--- src/rtl/mac_pkg.sv ---
package mac_pkg;

  typedef enum logic {
    SIGN_OFF = 1'b0,
    SIGN_ON  = 1'b1
  } sign_mode_e;

  // Pipeline depth for the two build options.
  function automatic int unsigned pick_latency(bit long_lat);
    return long_lat ? 5 : 2;
  endfunction

endpackage

--- src/rtl/mac_mult.sv ---
module mac_mult #(
  parameter int OP_W = 32
) (
  input  logic [OP_W-1:0]   a,
  input  logic [OP_W-1:0]   b,
  input  logic              sgn,
  output logic [2*OP_W-1:0] prod
);
  localparam int RES_W = 2 * OP_W;

  logic signed [RES_W-1:0] a_x;
  logic signed [RES_W-1:0] b_x;

  // Extension to result width; the low RES_W bits of the product are exact.
  always_comb begin
    a_x  = {{OP_W{sgn & a[OP_W-1]}}, a};
    b_x  = {{OP_W{sgn & b[OP_W-1]}}, b};
    prod = a_x * b_x;
  end
endmodule

--- src/rtl/mac_stage.sv ---
module mac_stage
  import mac_pkg::*;
#(
  parameter int OP_W = 32,
  parameter int LAT  = 2
) (
  input  logic              clk,
  input  logic              rst,
  input  logic              accept,
  input  logic [OP_W-1:0]   op_a,
  input  logic [OP_W-1:0]   op_b,
  input  sign_mode_e        sgn,
  input  logic              acc_en,
  output logic              any_vld,
  output logic              fin_vld,
  output logic              fin_acc,
  output logic [2*OP_W-1:0] fin_prod
);
  localparam int RES_W = 2 * OP_W;
  localparam int NST   = LAT - 1;   // stages held here; the last lives in mac_acc

  logic [OP_W-1:0]  a_q, b_q;
  sign_mode_e       sgn_q;
  logic [NST-1:0]   vld;
  logic [NST-1:0]   accf;
  logic [RES_W-1:0] p0;

  always_ff @(posedge clk) begin
    if (accept) begin
      a_q     <= op_a;
      b_q     <= op_b;
      sgn_q   <= sgn;
      accf[0] <= acc_en;
    end
    for (int i = 1; i < NST; i++) accf[i] <= accf[i-1];
  end

  always_ff @(posedge clk) begin
    if (rst) begin
      vld <= '0;
    end else begin
      vld[0] <= accept;
      for (int i = 1; i < NST; i++) vld[i] <= vld[i-1];
    end
  end

  mac_mult #(.OP_W(OP_W)) mult_i (
    .a    (a_q),
    .b    (b_q),
    .sgn  (sgn_q == SIGN_ON),
    .prod (p0)
  );

  generate
    if (LAT > 2) begin : g_deep
      logic [RES_W-1:0] pd [LAT-2];
      always_ff @(posedge clk) begin
        pd[0] <= p0;
        for (int j = 1; j < LAT - 2; j++) pd[j] <= pd[j-1];
      end
      assign fin_prod = pd[LAT-3];
    end else begin : g_short
      assign fin_prod = p0;
    end
  endgenerate

  assign any_vld = |vld;
  assign fin_vld = vld[NST-1];
  assign fin_acc = accf[NST-1];
endmodule

--- src/rtl/mac_acc.sv ---
module mac_acc #(
  parameter int RES_W = 64
) (
  input  logic             clk,
  input  logic             rst,
  input  logic             fin_vld,
  input  logic             fin_acc,
  input  logic             clear,
  input  logic [RES_W-1:0] fin_prod,
  output logic             done,
  output logic [RES_W-1:0] result,
  output logic [RES_W-1:0] acc,
  output logic             zero,
  output logic             neg
);
  logic [RES_W-1:0] acc_nxt;
  logic [RES_W-1:0] res_nxt;
  logic             add_now;

  always_comb begin
    add_now = fin_vld & fin_acc;
    acc_nxt = acc;
    if (clear)        acc_nxt = add_now ? fin_prod : '0;
    else if (add_now) acc_nxt = acc + fin_prod;
    res_nxt = fin_acc ? acc_nxt : fin_prod;
  end

  always_ff @(posedge clk) begin
    if (rst) begin
      done   <= 1'b0;
      result <= '0;
      acc    <= '0;
      zero   <= 1'b0;
      neg    <= 1'b0;
    end else begin
      done <= fin_vld;
      acc  <= acc_nxt;
      if (fin_vld) begin
        result <= res_nxt;
        zero   <= (res_nxt == '0);
        neg    <= res_nxt[RES_W-1];
      end
    end
  end
endmodule

--- src/rtl/mac_unit.sv ---
module mac_unit
  import mac_pkg::*;
#(
  parameter int OP_W     = 32,
  parameter bit LONG_LAT = 1'b0
) (
  input  logic              clk,
  input  logic              rst,
  input  logic              start_i,
  input  logic              signed_i,
  input  logic              acc_en_i,
  input  logic              clear_i,
  input  logic [OP_W-1:0]   op_a_i,
  input  logic [OP_W-1:0]   op_b_i,
  output logic              busy_o,
  output logic              done_o,
  output logic              err_o,
  output logic [2*OP_W-1:0] result_o,
  output logic [2*OP_W-1:0] acc_o,
  output logic              zero_o,
  output logic              neg_o
);
  localparam int LAT   = int'(pick_latency(LONG_LAT));
  localparam int RES_W = 2 * OP_W;

  logic             accept;
  logic             any_vld;
  logic             fin_vld;
  logic             fin_acc;
  logic [RES_W-1:0] fin_prod;

  assign busy_o = any_vld | done_o;
  assign accept = start_i & ~busy_o;

  always_ff @(posedge clk) begin
    if (rst) err_o <= 1'b0;
    else     err_o <= start_i & busy_o;
  end

  mac_stage #(.OP_W(OP_W), .LAT(LAT)) stage_i (
    .clk      (clk),
    .rst      (rst),
    .accept   (accept),
    .op_a     (op_a_i),
    .op_b     (op_b_i),
    .sgn      (sign_mode_e'(signed_i)),
    .acc_en   (acc_en_i),
    .any_vld  (any_vld),
    .fin_vld  (fin_vld),
    .fin_acc  (fin_acc),
    .fin_prod (fin_prod)
  );

  mac_acc #(.RES_W(RES_W)) acc_i (
    .clk      (clk),
    .rst      (rst),
    .fin_vld  (fin_vld),
    .fin_acc  (fin_acc),
    .clear    (clear_i),
    .fin_prod (fin_prod),
    .done     (done_o),
    .result   (result_o),
    .acc      (acc_o),
    .zero     (zero_o),
    .neg      (neg_o)
  );
endmodule

--- config.mk ---
export PLATFORM = sky130hd
export DESIGN_NAME = mac_unit
export DESIGN_NICKNAME = d
export VERILOG_FILES = /design/src/rtl/mac_pkg.sv /design/src/rtl/mac_mult.sv /design/src/rtl/mac_stage.sv /design/src/rtl/mac_acc.sv /design/src/rtl/mac_unit.sv
export SDC_FILE = /design/constraint.sdc
export NUM_CORES = 2
export LEC_CHECK = 0
export BUFFER_PORTS_ARGS = -buffer_cell sky130_fd_sc_hd__buf_2
export CORE_UTILIZATION = 42
export DETAILED_ROUTE_END_ITERATION = 10
export GPL_TIMING_DRIVEN = 0
export PLACE_DENSITY = 0.61
export SLEW_MARGIN = 20
export SYNTH_ARGS = -nofsm -noshare
export SYNTH_HDL_FRONTEND = slang
export SYNTH_SLANG_ARGS = --single-unit
--- constraint.sdc ---
create_clock -name clk -period 10.1 [get_ports clk]
set_clock_uncertainty 0.15 [all_clocks]
set_input_delay 1.515 -clock clk [delete_from_list [all_inputs] [get_ports clk]]
set_output_delay 1.515 -clock clk [all_outputs]
set_load 0.01 [all_outputs]
-- Yosys cells after proc, flatten, opt, wreduce, memory -nomap -nowiden
Index checks and enable logic that the tools add are counted.
- bits in registers: 199
- input port bits: 70
- output and inout bits: 133
- $add $sub $neg: 1
- $mul: 1
- multiplexer cells: 4
- bitwise logic cells: 7
- reductions and logical operators: 1
- operators by type and width (cell ; count):
    two-way mux 64 bit ; 4
    adder 64 bit ; 1
    zero test 64 bit ; 1
    multiplier 33 x 33 -> 64 bit ; 1
    bitwise AND 1 bit ; 5
    inverter 1 bit ; 1
    OR 1 bit ; 1

-- Depth between registers and ports, before layout
- word-level depth: 7
- depth in mapped cells: 46

-- Cells and area by module
A second synthesis with hierarchy kept.
- cells, all modules: 5769
- area total of the unflattened synthesis: 50733.7 um^2
- modules (own cells, without submodules) (module ; times used ; cells an instance ; area an instance (um^2)):
    mac_mult ; 1 ; 4182 ; 37982.7
    mac_acc ; 1 ; 1513 ; 10684.0
    mac_stage ; 1 ; 69 ; 2023.2
    mac_unit ; 1 ; 5 ; 43.8

-- Worst setup path after synthesis
Ideal clock, no wire load.
- path kind: reg2reg
- start point: reg stage_i.a_q[31]
- end point: reg acc_i.zero
- arrival: 10.484 ns
- required time: 9.866 ns
- path slack: -0.618 ns
- stages on the path, launching flop included: 45
- path buffers: 3
- cells stage by stage: edfxtp_1 clkbuf_1 and2_1 clkbuf_1 nand2_1 inv_1 fa_1 fa_1 fa_1 inv_1 fa_1 inv_1 fa_1 fa_1 inv_1 fa_1 fa_1 inv_1 [... 9 more ...] o21ai_1 a21o_1 a21oi_1 xnor2_1 ha_1 a21o_1 a21oi_1 o21bai_1 a21o_1 a211oi_1 o21ba_2 o31ai_4 xor2_1 a221o_2 or3_1 nor4_1 nand4_1 o31ai_2
- cells in the longest elaborated chain, start to end: 7
- elaborated cells on any way between the ends: 8
- those cells by class: add/sub (1); mul (1); mux (4); bitwise (1); reduce/logical (1)
- RTL lines (what ; line ; RTL):
    from (decl) ; mac_stage.sv:22 ; logic [OP_W-1:0] a_q, b_q;
    from (signal assigned) ; mac_stage.sv:30 ; a_q <= op_a;
    bitwise AND 1 bit ; mac_mult.sv:16 ; a_x = {{OP_W{sgn & a[OP_W-1]}}, a};
    multiplier 33 x 33 -> 64 bit * ; mac_mult.sv:18 ; prod = a_x * b_x;
    adder 64 bit ; mac_acc.sv:24 ; else if (add_now) acc_nxt = acc + fin_prod;
    two-way mux 64 bit ; mac_acc.sv:24 ;
    two-way mux 64 bit ; mac_acc.sv:23 ; if (clear) acc_nxt = add_now ? fin_prod : '0;
    two-way mux 64 bit * ; mac_acc.sv:25 ; res_nxt = fin_acc ? acc_nxt : fin_prod;
    zero test 64 bit * ; mac_acc.sv:40 ; zero <= (res_nxt == '0);
    to (signal assigned) ; mac_acc.sv:40 ;
    to (decl) ; mac_acc.sv:13 ; output logic zero,
Every way passes the cells marked *; elsewhere a longest branch is shown, timed or not.
A chain may end at the register's enable or synchronous reset.

-- Final worst setup path
- start point: reg stage_i.b_q[1]
- end point: reg acc_i.zero
- cells in the longest elaborated chain, start to end: 6
- elaborated cells on any way between the ends: 7
- those cells by class: add/sub (1); mul (1); mux (4); reduce/logical (1)
- RTL lines (what ; line ; RTL):
    from (decl) ; mac_stage.sv:22 ;
    from (signal assigned) ; mac_stage.sv:31 ; b_q <= op_b;
    multiplier 33 x 33 -> 64 bit * ; mac_mult.sv:18 ;
    adder 64 bit ; mac_acc.sv:24 ;
    two-way mux 64 bit ; mac_acc.sv:24 ;
    two-way mux 64 bit ; mac_acc.sv:23 ;
    two-way mux 64 bit * ; mac_acc.sv:25 ;
    zero test 64 bit * ; mac_acc.sv:40 ;
Marks and branches as above.

==> key figures <==
Logic synthesis
  • Syn nets: ~7000
  • Syn Area/Cell: 8.87 um^2
  • Asr flop ratio synth: 0%
  • Post-Syn Area: just over 0.05 mm^2
  • Area contributors post-synth: fa_1, inv_1, ha_1
  • Main flop type after synthesis: dfxtp_1
  • Seq/Total Area, Yosys: 9.09%
  • Seq cells post-synth: 198
  • Yosys top cell area share: 44.3%
  • Synth area leader: fa_1
  • Netlist cell types: around 110
  • Synth warnings: 0
  • Cells after Synth: 5737
  • EDFF count, synth: 66

Setup path
  • Crit path max fanout: 8
  • Critical path type: reg2reg
  • CP max-delay cell: or4_1
  • Crit-path max cell delay: roughly 0.63 ns
  • Worst setup SP type: flop
  • Worst Path Arrival: about 12 ns
  • Setup crit end kind: flop
  • Worst path most repeated cell: fa_1
  • Worst endpoint required time: 10.47 ns

GRT
  • Number of global-route vias before repair: 46700
  • Total Routing Usage GR: between 30% and 40%
  • Total gr overflow: 0
  • Initial antenna violation count: 12
  • First-pass GRT wire length: 315000 um
  • Largest net degree at the start of global routing: 27

Routing
  • Via density: between 5 and 6
  • Post-Route WL: 215000 um
  • Initial DRC count: 4438
  • Routed len/inst: 27.4 um
  • Post-route ant nets: 0
  • Pre-antenna DRT Iters: 6
  • Drt drc: 0
  • Routed vias: 45000

Timing
  • Final-report max-slew violation count: 0
  • Final WS setup: -1.07 ns
  • RSZ-0062 raised after global routing: true
  • Slew @ Worst Pin: between 1 and 1.5 ns
  • Endpoints failing setup: 20
  • Fin. Hold Viols: 0
  • Fin crit period: 11.17 ns
  • Slew HR: approximately 15%
  • Fmax: approximately 90 MHz
  • Fin crit share: 111%

Clock tree
  • Clk Latency, worst-skew pair: around 0.59 ns
  • TritonCTS Sinks: 198
  • Root buf cell: clkbuf_16
  • Hold-fix buffers, CTS: 0
  • CTS tree: yes
  • Worst-path clk slew: 0.12 ns
  • TritonCTS Buffers: 17
  • Clock Path Buffers: 2
  • Clock H-tree levels: 4

Floorplan
  • Die area: 0.123 mm^2
  • Die Y: 350 um
  • Chip Width: 350 um
  • Initial core utilization: 42.4%
  • Row count: 127
  • Top Ports: 203
  • CORE AREA: 0.120 mm^2

Layout
  • Util after Layout: 50.7%
  • Most common cell after layout, fill and taps aside: fa_1
  • Nets@finish: ~7700
  • Share of cells above drive strength 1: 18.9%
  • Layout filler cell count: roughly 11000
  • Most frequent cells in the layout: fa_1, inv_1, nand2_1, and2_1, buf_4
  • Area delta synth->final: 19.6%

Status
  • Violated checks: negative setup slack
  • Outcome: finished, violations left

Place
  • Port Buffers: 201
  • Detail Placement HPWL: 174000 um
  • Placer Congestion: 1.02

Min path
  • Hold WC Path Type: reg2reg

Flow run
  • Max-Cap Viols: 0
## final cells by class
type / count / area [um^2] / share of cell area (%)
diodes: 5 / 12.5 / 0.0206
plain buffers: 308 / 2340 / 3.85
clock buffers: 17 / 425 / 0.699
clock inverters: 15 / 179 / 0.294
inverters: 1128 / 4250 / 6.99
multi-input cells: 4075 / 43400 / 71.4
flip-flops and latches: 198 / 4620 / 7.60
well taps: 1612 / 2020 / 3.32
repair buffers: 481 / 3570 / 5.87
## synth_stat cells (20+ instances only)
cell type     n
nand2_1     894
clkbuf_1    301
o211ai_1     24
a21o_1       34
fa_1       1126
xnor2_1      75
a211oi_1     54
nor2_1      251
and2_1      388
and3_1       38
mux2i_1      25
buf_2        20
nor3_1       45
a21oi_1     247
o21a_1       22
or2_2        20
o21ai_0      95
nand4_1      42
inv_1      1128
edfxtp_1     66
dfxtp_1     132
xor2_1       57
o21bai_1     26
ha_1        278
nand3_1      27
a22oi_1      23
## timing repair
item,in CTS,in global routing
pin swaps,161,94
cloned,2,0
gates resized for setup,757,235
hold endpoints to repair,0,0
setup buffers,208,67
endpoints found under the setup margin,89,65
## layer usage
layer,vias up,wire (um),track usage [%]
met5,-,69,0
met4,10,15800,22.3
met3,741,21400,8.56
met2,2635,95100,54.8
met1,23100,82300,46.0
li1,18500,-,-
## logic make-up after synthesis
group / after synthesis / share of synthesized area [%]
flip-flops: 198 / 9.09
XOR/XNOR: 132 / 2.27
buffers and inverters: 1464 / 10.9
AND/OR/NAND/NOR: 1787 / 16.4
AO/OA/AOI/OAI: 725 / 9.64
multiplexers: 27 / 0.536
adder cells (fa/ha/maj): 1404 / 51.1
## registers in the layout (all words and copies together), names as in the netlist, 32 cells and up
register	flops
acc_i.result	63
acc_i.acc	64
stage_i.a_q	32
stage_i.b_q	32
## path summary, 6_finish.rpt
kind	startpoint	end	slack (ns)	depth (start not counted)
worst max-delay path	stage_i.b_q[1]	acc_i.zero	-1.07	40
worst min-delay path	acc_i.result[27]	acc_i.result[27]	0.34	2
worst max register to register	stage_i.b_q[1]	acc_i.zero	-1.07	40
worst min register to register	acc_i.result[27]	acc_i.result[27]	0.34	2
## worst max-delay path: cells and delay by family, from the launching register on
family,cells,cell delay (ns)
XOR/XNOR,2,0.46
flip-flops,1,0.43
AO/OA/AOI/OAI,8,1.68
AND/OR/NAND/NOR,8,2.24
buffers and inverters,12,1.36
adder cells (fa/ha/maj),10,4.75
## per-stage QoR
step	instances	instance area (um^2)	hold slack, ns	setup slack [ns]	setup TNS [ns]
after CTS	7771	59500	0.334	-0.813	-2.47
final	7839	60800	0.340	-1.07	-5.90
after global routing	7834	60800	0.355	-1.31	-11.24
after global placement	7550	54000	0.321	-3.65	-146.15
after floorplan	5737	51000	0.336	-0.146	-0.146
after detailed placement	7554	54100	0.320	-3.64	-141.06
Power is left out: the tool's default activity adds up to more than one toggle a clock period on the data nets, which glitch-free logic cannot reach.
